`config.mk`:
```
export PLATFORM = sky130hd
export DESIGN_NAME = rob_core
export DESIGN_NICKNAME = d
export VERILOG_FILES = /design/src/rtl/rob_pkg.sv /design/src/rtl/rob_ptrs.sv /design/src/rtl/rob_commit_sel.sv /design/src/rtl/rob_core.sv
export SDC_FILE = /design/constraint.sdc
export NUM_CORES = 1
export LEC_CHECK = 0
export BUFFER_PORTS_ARGS = -buffer_cell sky130_fd_sc_hd__clkbuf_2
export CAP_MARGIN = 5
export CORE_AREA = 2 2 217 219
export CTS_BUF_LIST = sky130_fd_sc_hd__clkbuf_2 sky130_fd_sc_hd__clkbuf_4 sky130_fd_sc_hd__clkbuf_8
export DETAILED_ROUTE_END_ITERATION = 10
export DIE_AREA = 0 0 219 221
export GPL_TIMING_DRIVEN = 0
export HOLD_SLACK_MARGIN = 0.1
export PLACE_DENSITY = 0.68
export SLEW_MARGIN = 40
export SYNTH_ARGS = -nofsm -noshare
export SYNTH_HDL_FRONTEND = slang
export SYNTH_SLANG_ARGS = --single-unit
export TNS_END_PERCENT = 20
```
`constraint.sdc`:
```
create_clock -name clk -period 3.4 [get_ports clk]
set_input_delay 0.17 -clock clk [delete_from_list [all_inputs] [get_ports clk]]
set_output_delay 0.17 -clock clk [all_outputs]
set_load 0.03 [all_outputs]
```
`src/rtl/rob_pkg.sv`:
```
`timescale 1ns/1ps
package rob_pkg;

  typedef enum logic {
    UNIT_ALU = 1'b0,
    UNIT_MEM = 1'b1
  } unit_e;

  function automatic int idx_bits(input int n);
    return (n > 1) ? $clog2(n) : 1;
  endfunction

endpackage

```
`src/rtl/rob_ptrs.sv`:
```
`timescale 1ns/1ps
module rob_ptrs #(
  parameter int DEPTH = 8,
  parameter int AW    = 3,
  parameter int CW    = 4
) (
  input  logic          clk,
  input  logic          rst_n,
  input  logic          alloc,
  input  logic [CW-1:0] n_ret,
  input  logic          clear,
  output logic [AW-1:0] head_idx,
  output logic [AW-1:0] tail_idx,
  output logic [CW-1:0] occ,
  output logic          full,
  output logic          empty
);

  logic [AW:0] head_q, tail_q, head_n, tail_n;

  function automatic logic [AW:0] advance(input logic [AW:0] p, input int amt);
    int   s;
    logic w;
    s = int'(p[AW-1:0]) + amt;
    w = p[AW];
    if (s >= DEPTH) begin
      s = s - DEPTH;
      w = ~w;
    end
    return {w, AW'(s)};
  endfunction

  always_comb begin
    int hi, ti, oc;
    hi = int'(head_q[AW-1:0]);
    ti = int'(tail_q[AW-1:0]);
    oc = (head_q[AW] == tail_q[AW]) ? (ti - hi) : (DEPTH - hi + ti);
    occ = CW'(oc);
  end

  assign head_idx = head_q[AW-1:0];
  assign tail_idx = tail_q[AW-1:0];
  assign full     = (occ == CW'(DEPTH));
  assign empty    = (occ == '0);

  always_comb begin
    if (clear) begin
      head_n = '0;
      tail_n = '0;
    end else begin
      head_n = advance(head_q, int'(n_ret));
      tail_n = alloc ? advance(tail_q, 1) : tail_q;
    end
  end

  always_ff @(posedge clk or negedge rst_n) begin
    if (!rst_n) begin
      head_q <= '0;
      tail_q <= '0;
    end else begin
      head_q <= head_n;
      tail_q <= tail_n;
    end
  end

  assert_occ_bound_R3: assert property (@(posedge clk) disable iff (!rst_n)
    occ <= CW'(DEPTH));

  assert_no_overalloc_R3: assert property (@(posedge clk) disable iff (!rst_n)
    (alloc && !clear) |-> !full);

endmodule

```
`src/rtl/rob_commit_sel.sv`:
```
`timescale 1ns/1ps
module rob_commit_sel #(
  parameter int DEPTH = 8,
  parameter int AW    = 3,
  parameter int LANES = 2,
  parameter int CW    = 4
) (
  input  logic [AW-1:0]       head_idx,
  input  logic [DEPTH-1:0]    valid_v,
  input  logic [DEPTH-1:0]    done_v,
  input  logic [DEPTH-1:0]    branch_v,
  input  logic [DEPTH-1:0]    pred_v,
  input  logic [DEPTH-1:0]    taken_v,
  input  logic                block,
  output logic [LANES-1:0]    lane_ret,
  output logic [LANES-1:0]    lane_we,
  output logic [LANES*AW-1:0] lane_idx,
  output logic [CW-1:0]       n_ret,
  output logic                mis,
  output logic [AW-1:0]       mis_idx
);

  always_comb begin
    logic          stop;
    int            cnt;
    logic [AW-1:0] ix;
    stop     = block;
    cnt      = 0;
    lane_ret = '0;
    lane_we  = '0;
    lane_idx = '0;
    mis      = 1'b0;
    mis_idx  = '0;
    for (int k = 0; k < LANES; k++) begin
      ix = AW'((int'(head_idx) + k) % DEPTH);
      lane_idx[k*AW +: AW] = ix;
      if (!stop && valid_v[ix] && done_v[ix]) begin
        lane_ret[k] = 1'b1;
        cnt = cnt + 1;
        if (branch_v[ix]) begin
          if (taken_v[ix] != pred_v[ix]) begin
            mis     = 1'b1;
            mis_idx = ix;
            stop    = 1'b1;
          end
        end else begin
          lane_we[k] = 1'b1;
        end
      end else begin
        stop = 1'b1;
      end
    end
    n_ret = CW'(cnt);
  end

endmodule

```
`src/rtl/rob_core.sv`:
```
`timescale 1ns/1ps
module rob_core
  import rob_pkg::*;
#(
  parameter int DEPTH = 8,
  parameter int WIDTH = 2,
  parameter int XLEN  = 16,
  parameter int NREG  = 8,
  parameter int PCW   = 16,
  localparam int AW    = idx_bits(DEPTH),
  localparam int RW    = idx_bits(NREG)
) (
  input  logic                  clk,
  input  logic                  rst_n,
  input  logic                  disp_valid,
  input  logic                  disp_is_mem,
  input  logic                  disp_is_branch,
  input  logic                  disp_pred_taken,
  input  logic [RW-1:0]         disp_rd,
  input  logic [PCW-1:0]        disp_fix_pc,
  output logic                  disp_ready,
  output logic                  disp_err,
  output logic [AW-1:0]         disp_tag,
  input  logic                  rs_full,
  input  logic                  lsq_full,
  output logic                  rs_push,
  output logic                  lsq_push,
  output logic [AW-1:0]         fwd_tag,
  output logic [RW-1:0]         fwd_rd,
  input  logic                  res_valid,
  input  logic [AW-1:0]         res_tag,
  input  logic [XLEN-1:0]       res_value,
  input  logic                  flush_in,
  output logic [WIDTH-1:0]      rf_we,
  output logic [WIDTH*RW-1:0]   rf_waddr,
  output logic [WIDTH*XLEN-1:0] rf_wdata,
  output logic                  redirect_valid,
  output logic [PCW-1:0]        redirect_pc,
  output logic                  flush_out
);

  localparam int LANES = (WIDTH < DEPTH) ? WIDTH : DEPTH;
  localparam int CW    = $clog2(DEPTH + 1);

  if (DEPTH < 1) begin : g_bad_depth
    $error("rob_core: DEPTH must be at least 1");
  end
  if (WIDTH < 1) begin : g_bad_width
    $error("rob_core: WIDTH must be at least 1");
  end

  // reset: asynchronous assert, synchronous release
  logic [1:0] rsync_q;
  logic       rst_i;
  always_ff @(posedge clk or negedge rst_n) begin
    if (!rst_n) rsync_q <= 2'b00;
    else        rsync_q <= {rsync_q[0], 1'b1};
  end
  assign rst_i = rsync_q[1];

  // entry state
  logic [DEPTH-1:0] v_q, d_q, br_q, pt_q;
  logic [DEPTH-1:0] v_n, d_n, br_n, pt_n;
  logic [RW-1:0]    rd_q  [DEPTH];
  logic [XLEN-1:0]  val_q [DEPTH];
  logic [PCW-1:0]   pc_q  [DEPTH];
  logic [DEPTH-1:0] taken_v, res_hit;

  logic [AW-1:0]       head_idx, tail_idx, mis_idx;
  logic [CW-1:0]       occ, n_ret;
  logic                full, empty, mis, flush_any, alloc, unit_full;
  logic [LANES-1:0]    lane_ret, lane_we;
  logic [LANES*AW-1:0] lane_idx;
  unit_e               unit_sel;

  logic                rs_push_q, lsq_push_q, flush_q, redir_q;
  logic [AW-1:0]       fwd_tag_q;
  logic [RW-1:0]       fwd_rd_q;
  logic [PCW-1:0]      redir_pc_q;

  // dispatch gating
  assign unit_sel   = disp_is_mem ? UNIT_MEM : UNIT_ALU;
  assign unit_full  = (unit_sel == UNIT_MEM) ? lsq_full : rs_full;
  assign disp_ready = !full && !unit_full;
  assign disp_err   = disp_valid && !disp_ready;
  assign disp_tag   = tail_idx;
  assign flush_any  = flush_in || mis;
  assign alloc      = disp_valid && disp_ready && !flush_any;

  rob_ptrs #(.DEPTH(DEPTH), .AW(AW), .CW(CW)) u_ptrs (
    .clk      (clk),
    .rst_n    (rst_i),
    .alloc    (alloc),
    .n_ret    (n_ret),
    .clear    (flush_any),
    .head_idx (head_idx),
    .tail_idx (tail_idx),
    .occ      (occ),
    .full     (full),
    .empty    (empty)
  );

  for (genvar i = 0; i < DEPTH; i++) begin : g_slot
    assign taken_v[i] = val_q[i][0];
    assign res_hit[i] = res_valid && !flush_any && v_q[i] && (res_tag == AW'(i));
  end

  rob_commit_sel #(.DEPTH(DEPTH), .AW(AW), .LANES(LANES), .CW(CW)) u_sel (
    .head_idx (head_idx),
    .valid_v  (v_q),
    .done_v   (d_q),
    .branch_v (br_q),
    .pred_v   (pt_q),
    .taken_v  (taken_v),
    .block    (flush_in),
    .lane_ret (lane_ret),
    .lane_we  (lane_we),
    .lane_idx (lane_idx),
    .n_ret    (n_ret),
    .mis      (mis),
    .mis_idx  (mis_idx)
  );

  // next state of the entry flags
  always_comb begin
    v_n  = v_q;
    d_n  = d_q;
    br_n = br_q;
    pt_n = pt_q;
    for (int i = 0; i < DEPTH; i++) begin
      if (res_hit[i]) d_n[i] = 1'b1;
    end
    for (int k = 0; k < LANES; k++) begin
      if (lane_ret[k]) begin
        v_n[lane_idx[k*AW +: AW]] = 1'b0;
        d_n[lane_idx[k*AW +: AW]] = 1'b0;
      end
    end
    if (alloc) begin
      v_n[tail_idx]  = 1'b1;
      d_n[tail_idx]  = 1'b0;
      br_n[tail_idx] = disp_is_branch;
      pt_n[tail_idx] = disp_pred_taken;
    end
    if (flush_any) begin
      v_n = '0;
      d_n = '0;
    end
  end

  always_ff @(posedge clk or negedge rst_i) begin
    if (!rst_i) begin
      v_q        <= '0;
      d_q        <= '0;
      br_q       <= '0;
      pt_q       <= '0;
      rs_push_q  <= 1'b0;
      lsq_push_q <= 1'b0;
      flush_q    <= 1'b0;
      redir_q    <= 1'b0;
    end else begin
      v_q        <= v_n;
      d_q        <= d_n;
      br_q       <= br_n;
      pt_q       <= pt_n;
      rs_push_q  <= alloc && !disp_is_mem;
      lsq_push_q <= alloc && disp_is_mem;
      flush_q    <= flush_any;
      redir_q    <= mis;
    end
  end

  // payload registers, enabled writes only
  always_ff @(posedge clk) begin
    if (alloc) begin
      rd_q[tail_idx] <= disp_rd;
      pc_q[tail_idx] <= disp_fix_pc;
      fwd_tag_q      <= tail_idx;
      fwd_rd_q       <= disp_rd;
    end
    for (int i = 0; i < DEPTH; i++) begin
      if (res_hit[i]) val_q[i] <= res_value;
    end
    if (mis) redir_pc_q <= pc_q[mis_idx];
  end

  assign rs_push        = rs_push_q;
  assign lsq_push       = lsq_push_q;
  assign fwd_tag        = fwd_tag_q;
  assign fwd_rd         = fwd_rd_q;
  assign flush_out      = flush_q;
  assign redirect_valid = redir_q;
  assign redirect_pc    = redir_pc_q;

  for (genvar k = 0; k < WIDTH; k++) begin : g_lane
    if (k < LANES) begin : g_on
      assign rf_we[k]               = lane_we[k];
      assign rf_waddr[k*RW +: RW]   = rd_q[lane_idx[k*AW +: AW]];
      assign rf_wdata[k*XLEN +: XLEN] = val_q[lane_idx[k*AW +: AW]];
    end else begin : g_off
      assign rf_we[k]               = 1'b0;
      assign rf_waddr[k*RW +: RW]   = '0;
      assign rf_wdata[k*XLEN +: XLEN] = '0;
    end
  end

  assert_err_drops_R2: assert property (@(posedge clk) disable iff (!rst_i)
    disp_err |=> !(rs_push || lsq_push));

  assert_push_follows_R4: assert property (@(posedge clk) disable iff (!rst_i)
    rs_push |-> $past(disp_valid && disp_ready && !disp_is_mem));

  assert_head_blocks_R6: assert property (@(posedge clk) disable iff (!rst_i)
    (rf_we != '0) |-> (v_q[head_idx] && d_q[head_idx]));

  assert_redirect_flush_R9: assert property (@(posedge clk) disable iff (!rst_i)
    redirect_valid |-> flush_out);

  assert_flush_empties_R10: assert property (@(posedge clk) disable iff (!rst_i)
    flush_out |-> (empty || $past(alloc)) );

endmodule

```
After elaboration in Yosys (flattened, before gate mapping)
Memory sizes are Yosys's and may differ from the RTL's. A register that Yosys moved wholly into a read port is not among the register bits.
Cells that the tools add are included.
Storage, ports and cells
  bits of input ports: 48
  register bits after elaboration: 52
  output and inout bits: 71
  memories: 3
  RAM bits: 280
  logic and storage cells: 223
Memories
  pc_q: depth 8, width 16, read ports 1, clocked after memory_dff 1, write ports 1, RTL line rob_core.sv:66  | logic [PCW-1:0] pc_q [DEPTH];
  val_q: depth 8, width 16, read ports 10, clocked after memory_dff 0, write ports 1, RTL line rob_core.sv:65  | logic [XLEN-1:0] val_q [DEPTH];
  rd_q: depth 8, width 3, read ports 2, clocked after memory_dff 0, write ports 1, RTL line rob_core.sv:64  | logic [RW-1:0] rd_q [DEPTH];
Operators by class
  reduce and logical (&&, ||, !) cells: 50
  equality and inequality tests: 11
  order comparisons: 8
  $add $sub $neg: 9
  bitwise logic cells: 11
  muxes and demuxes: 116
Operators with widths (number)
  two-way mux 16 bit: 7
  OR reduction 16 bit: 7
  two-way mux 1 bit: 66
  two-way mux 8 bit: 8
  two-way mux 3 bit: 15
  bitwise AND 8 bit: 5
  binary-select mux 1 bit (select 3 bit): 10
  logical AND 1 bit: 30
  NOT 8 bit: 3
  two-way mux 4 bit: 5
  bitwise mux 8 bit: 2
  equality test 3 bit, second input constant: 4
  < comparator 3 x 4 -> 1 bit, second input constant: 3
  demux 1 bit (select 3 bit): 3
  >= comparator 3 x 1 -> 1 bit, second input constant: 3
  OR 8 bit: 1
  zero test 1 bit: 7
  equality test 3 x 2 -> 1 bit, second input constant: 2
  nonzero test 2 bit: 3
  subtractor 3 x 1 -> 3 bit, second input constant: 2
  adder 3 x 4 -> 5 bit: 1
  >= comparator 5 x 4 -> 1 bit, second input constant: 1
  adder 3 x 1 -> 4 bit, second input constant: 1
  adder 4 bit: 1
  13 further kinds: 15

Depth between registers and ports, before layout
An unclocked memory read counts as a cell.
  depth in word-level cells: 26
  mapped depth: 15
  depth with buffers taken out: 12

Hierarchy
A second synthesis with hierarchy kept.
Second synthesis, totals
  cell total of the unflattened synthesis: 782
  area, all modules: 15509.9 µm²
Modules (own cells, without submodules)
  rob_core: area an instance 14093.5 µm², seq. area each 10019.6 µm², cells each 640, instances 1
  rob_commit_sel: area an instance 805.8 µm², seq. area each 0.0 µm², cells each 77, instances 1
  rob_ptrs: area an instance 610.6 µm², seq. area each 200.2 µm², cells each 65, instances 1

Worst setup path after synthesis
No wires, ideal clock.
  path type: flip-flop to flip-flop
  from: register u_ptrs.head_q[1]
  to: register br_q[2]
  arrival: 5117 ps
  required time: 3275 ps
  cell stages (with the launch flop): 14
  setup slack: -1842 ps
  period minus slack after synthesis: 5242 ps
  library setup time: 125 ps
  buffers on the path: 3
  path through: dfrtp_1 buf_2 inv_2 clkbuf_1 clkbuf_1 ha_1 nor2b_1 o21a_1 or3_1 a31oi_1 nand2_1 or4_1 nor2_1 mux2_2
Between the ends
  elaborated cells on any way between the ends: 48
  classes of those cells: 4 x add/sub; 3 x eq/ne; 30 x mux; 11 x reduce/logical
RTL lines
  from (decl): RTL line rob_ptrs.sv:19  | logic [AW:0] head_q, tail_q, head_n, tail_n;
  from (signal assigned): RTL line rob_ptrs.sv:61  | head_q <= head_n;
  subtractor 4 x 3 -> 4 bit: RTL line rob_ptrs.sv:37  | oc = (head_q[AW] == tail_q[AW]) ? (ti - hi) : (DEPTH - hi + ti);
  adder 4 bit: RTL line rob_ptrs.sv:37
  two-way mux 4 bit *: RTL line rob_ptrs.sv:37
  equality test 4 bit *: RTL line rob_ptrs.sv:43  | assign full = (occ == CW'(DEPTH));
  zero test 1 bit *: RTL line rob_core.sv:84  | assign disp_ready = !full && !unit_full;
  logical AND 1 bit *: RTL line rob_core.sv:84
  net disp_ready: RTL line rob_core.sv:21  | output logic disp_ready,
  logical AND 1 bit * (2 in series): RTL line rob_core.sv:88  | assign alloc = disp_valid && disp_ready && !flush_any;
  to (signal assigned): RTL line rob_core.sv:164  | br_q <= br_n;
  to (decl): RTL line rob_core.sv:62  | logic [DEPTH-1:0] v_q, d_q, br_q, pt_q;
The timed path passes the listed nets; every way through them passes the cells marked *. The select of a mux whose other input is x is not followed.
A chain may end at the register's enable or synchronous reset.

Worst setup path after layout
  from: register u_ptrs.head_q[1]
  to: register d_q[7]
Between the ends
  longest elaborated chain between the ends: 23
  elaborated cells on any way between the ends: 73
  classes of those cells: 4 x add/sub; 4 x order compare; 3 x eq/ne; 41 x mux; 5 x bitwise; 16 x reduce/logical
Ends and longest elaborated chain
  parallel branches: the longest is 9 deep, another holds adder 3 x 1 -> 3 bit
  two-way mux 1 bit *: RTL line rob_commit_sel.sv:37  | if (!stop && valid_v[ix] && done_v[ix]) begin
  net mis: RTL line rob_core.sv:71  | logic full, empty, mis, flush_any, alloc, unit_full;
  logical OR 1 bit *: RTL line rob_core.sv:87  | assign flush_any = flush_in || mis;
  zero test 1 bit: RTL line rob_core.sv:88, rob_core.sv:105
  logical AND 1 bit (3 in series): RTL line rob_core.sv:105  | assign res_hit[i] = res_valid && !flush_any && v_q[i] && (res_tag == AW'(i));
  two-way mux 1 bit: RTL line rob_core.sv:131  | if (res_hit[i]) d_n[i] = 1'b1;
  bitwise AND 8 bit (no line)
  two-way mux 8 bit: RTL line rob_core.sv:134  | if (lane_ret[k]) begin
  bitwise AND 8 bit (no line)
  two-way mux 8 bit: RTL line rob_core.sv:134
  bitwise AND 8 bit (no line)
  two-way mux 8 bit: RTL line rob_core.sv:139  | if (alloc) begin
  two-way mux 8 bit *: RTL line rob_core.sv:145  | if (flush_any) begin
  net d_n[7]: RTL line rob_core.sv:63  | logic [DEPTH-1:0] v_n, d_n, br_n, pt_n;
  to (signal assigned): RTL line rob_core.sv:163  | d_q <= d_n;
  to (decl): RTL line rob_core.sv:62
Mark *: on every way through the listed nets, which the timed path passes. The select of a mux whose other input is x is not followed.

==> flow_summary.json <==
{
  "skew_ns": 0.04887,
  "ys_seq_area_share_pct": 55.83,
  "whs_ns": 0.1265,
  "synth-simple-area-share_pct": 17.44,
  "synth_mux_area_share_pct": 8.319,
  "timing.rr.start": "u_ptrs.head_q[1]$_DFF_PN0_",
  "cp-start-kind": "register",
  "synth.top_cell.area_share_pct": 49.54,
  "critPathSlowestCell": "a211oi_1",
  "synth_compound_area_share_pct": 11.85,
  "ant_nets": 0,
  "dpl.cell_count": 2345,
  "synthFlopType": "edfxtp_1",
  "status": "finished with violations",
  "yosys_warnings": 0,
  "swShare_pct": 29.29,
  "fp.dieH_um": 221,
  "dr.pass1.iters": 6,
  "synth_top_family_by_area": "simple AND/OR/NAND/NOR gates",
  "viasPerCell": 6.396,
  "synthTopCellsByArea": "edfxtp_1, dfrtp_1, mux2i_1",
  "portBuffers": 116,
  "hpwlAfterDp_um": 43900,
  "synth_cell_types": 76,
  "crit_path_start": "u_ptrs.head_q[1]$_DFF_PN0_",
  "path_max_fanout": 10,
  "clock_path_buffers": 3,
  "finalWorstPathRequiredPeriod_ns": 3.553,
  "synth_nets": 1650,
  "wl_per_cell_um": 25.85,
  "async_flop_share_pct": 13.22,
  "syn_to_final_growth_pct": 29.63,
  "crit_type": "register to register",
  "vias": 16623,
  "initial_core_util_pct": 39.74,
  "place_congestion": 0.9354,
  "grt_start_max_net_pins": 40,
  "synthTopCellsByCount": "edfxtp_1, clkbuf_1, nand4_1",
  "synth.most_common_cell": "edfxtp_1",
  "htree_num_levels": 2,
  "p_leak_nw": 8.644,
  "peakVddDrop_v": 0.0003458,
  "cpLargestDelayFamily": "compound AO/OA/AOI/OAI gates",
  "holdCritPathClass": "register to asynchronous set/reset pin",
  "fin_cells": 2599,
  "p_per_area_mw_per_mm2": 459.5,
  "critPathBufInv": 4,
  "numCtsBuffers": 60,
  "ys_seq_elements": 348,
  "overflow": 0,
  "maxCapViolCount": 0,
  "antenna_found_initial": 0,
  "route.detailed.drc": 0,
  "cts_tree": "built",
  "fin_ws_ns": -0.1525,
  "io_pins": 119,
  "crit_chain": "ha_4 -> xor2_4 -> buf_6 -> mux4_2 -> mux2i_4 -> xor2_2 -> a31oi_2 -> nor2_4 -> nor2_4 -> inv_4 -> clkbuf_16 -> buf_4 -> a211oi_1 -> o221a_1",
  "endpoint_kind": "register",
  "relSlewSlack_pct": 50.02,
  "synth_top_area_cell": "edfxtp_1",
  "setup_viol": 228,
  "pwr-share-comb_pct": 16.8,
  "syn_inst": 1592,
  "tightest_slew_ns": 0.7497,
  "dieArea_sq_mm": 0.04840,
  "synthXorXnorAreaFrac_pct": 0.6562,
  "placement_rows": 79,
  "die_w_um": 219,
  "core_area_sq_mm": 0.04606,
  "first_global_vias": 15736,
  "cp.required_ns": 4.03,
  "grt_pass1_wl_um": 97080,
  "drive_above_1_share_pct": 29.48,
  "pwr-share-seq_pct": 43.6,
  "violations": "negative setup slack",
  "avgSynthCellArea_sq_um": 11.50,
  "hold_violations": 0,
  "synth.cell_area_sq_mm": 0.01831,
  "cp.arrival_ns": 4.18,
  "crit_path_max_incr_delay_ns": 0.49,
  "first_iter_violations": 2613,
  "p_sw_w": 0.003193,
  "synth-adder-area-share_pct": 0.7656,
  "clock_power_share_pct": 39.7,
  "crit_path_frequent_cell": "nor2_4",
  "synth_edf_count": 302,
  "wl_um": 67180,
  "period_share_pct": 104.5,
  "fmax_mhz": 281.5,
  "grt_usage_pct": 26.62,
  "drv_slew": 0,
  "insertion_delay_ns": 0.72,
  "rsz0062_at_grt": "true",
  "path_clk_slew_ns": 0.06,
  "root_buffer": "clkbuf_8",
  "fin_nets": 1997,
  "internal_power_w": 0.007711,
  "clock-sinks": 348
}
[power groups by stage]
stage               Clock (W)  Combinational (W)  Sequential, W
floorplan                   0           0.000889        0.00483
global placement            0            0.00142        0.00484
detailed placement          0            0.00146        0.00483
CTS                   0.00438            0.00162        0.00475
global route          0.00456            0.00191        0.00475
finish                0.00432            0.00183        0.00475
[cells by family (layout without fill, tap and decap cells)]
logic type	count (synthesis)	count (layout)
compound gates	297	297
xor+xnor	12	12
fa+ha+maj	10	10
buf+inv	239	637
flops	348	348
mux	117	117
other cells	1	2
simple gates	568	569
[worst paths after layout]
check	depth (start not counted)	slack [ns]	endpoint
max in group asynchronous	1	2.84	u_ptrs.head_q[0]$_DFF_PN0_
hold / removal	0	0.13	flush_out$_DFF_PN0_
setup reg to reg	14	-0.15	d_q[7]$_DFF_PN0_
setup / recovery	14	-0.15	d_q[7]$_DFF_PN0_
min in group clk	7	0.20	u_ptrs.tail_q[2]$_DFFE_PN0P_
hold reg to reg	0	0.13	flush_out$_DFF_PN0_
[stage by stage]
step	utilization [%]	area, sq um	power (W)	setup slack [ns]	TNS, ns
final	51.52	23730	0.01090	-0.1525	-13.80
after global routing	51.51	23730	0.01122	-0.1866	-27.81
after CTS	50.12	23090	0.01074	-0.1939	-1.733
after detailed placement	43.92	20230	0.006297	-1.325	-332.92
after global placement	43.10	19850	0.006261	-2.037	-495.28
after floorplan	-	18510	0.005722	-0.3436	-47.58
[per-layer routing]
| layer | GRT usage [%] | vias to the layer above | part of all wire [%] |
|---|---|---|---|
| met5 | 0 | - | 0 |
| met4 | 13.23 | 0 | 5.9 |
| met3 | 4.838 | 261 | 12 |
| met2 | 42.03 | 1370 | 45 |
| met1 | 35.23 | 7981 | 37 |
| li1 | - | 7011 | - |
[registers in the layout, indices dropped and copies added, names as in the netlist]
signal / flops
d_q: 8
v_q: 8
rs_push: 1
u_ptrs.tail_q: 4
rd_q: 24
redirect_valid: 1
rsync_q: 2
br_q: 8
lsq_push: 1
fwd_tag: 3
pt_q: 8
u_ptrs.head_q: 4
flush_out: 1
redirect_pc: 16
fwd_rd: 3
pc_q: 128
val_q: 128
[layout by cell type, fill, tap and decap left out, types with 8 or more instances in the layout]
cell type      Yosys  layout
dfrtp_1           46      41
nor4_1            67      65
clkinv_2           0      12
buf_8              0      16
a22o_1            10      10
clkbuf_2           0     169
mux2i_1           72      59
a31oi_1           11       8
mux4_2            26      26
o21ai_0           46      45
mux2i_2            1      11
buf_4              6      99
edfxtp_1         302     302
nor3_1            79      72
nor2_1            35      20
clkbuf_1         132      34
buf_2              9      10
nor2b_1           36      36
dlygate4sd3_1      0      48
a21oi_1           20      19
a22oi_1           56      56
nand3_1           59      56
nand4_1          113     113
clkbuf_8           0      70
nor4b_1           32      32
clkbuf_4           0      30
nor2_4             1      15
buf_6              1      23
o211ai_1          68      68
buf_12             0      16
nand2_1          111     110
inv_1             75      74
a221oi_1          43      42
clkinv_1           0      12
[final cells by class]
cell class / instances / area, sq um
clock buffer: 78 / 998.5
clock inverter: 36 / 360.3
fill: 3986 / 22330
multi-input combinational: 1006 / 7671
antenna: 1 / 2.502
inverter: 79 / 316.6
tap: 607 / 759.5
timing repair buffer: 287 / 2335
sequential: 348 / 10230
buffer: 157 / 1057
[repair_timing]
item / in CTS / in global routing
hold buffers: 48 / 0
gates cloned: 2 / 2
setup endpoints to repair: 401 / 335
hold endpoints to repair: 344 / 0
gates resized for setup: 173 / 179
pin swaps: 28 / 22
buffers inserted: 51 / 40
Note: power is estimated with default switching activity, not from simulation.
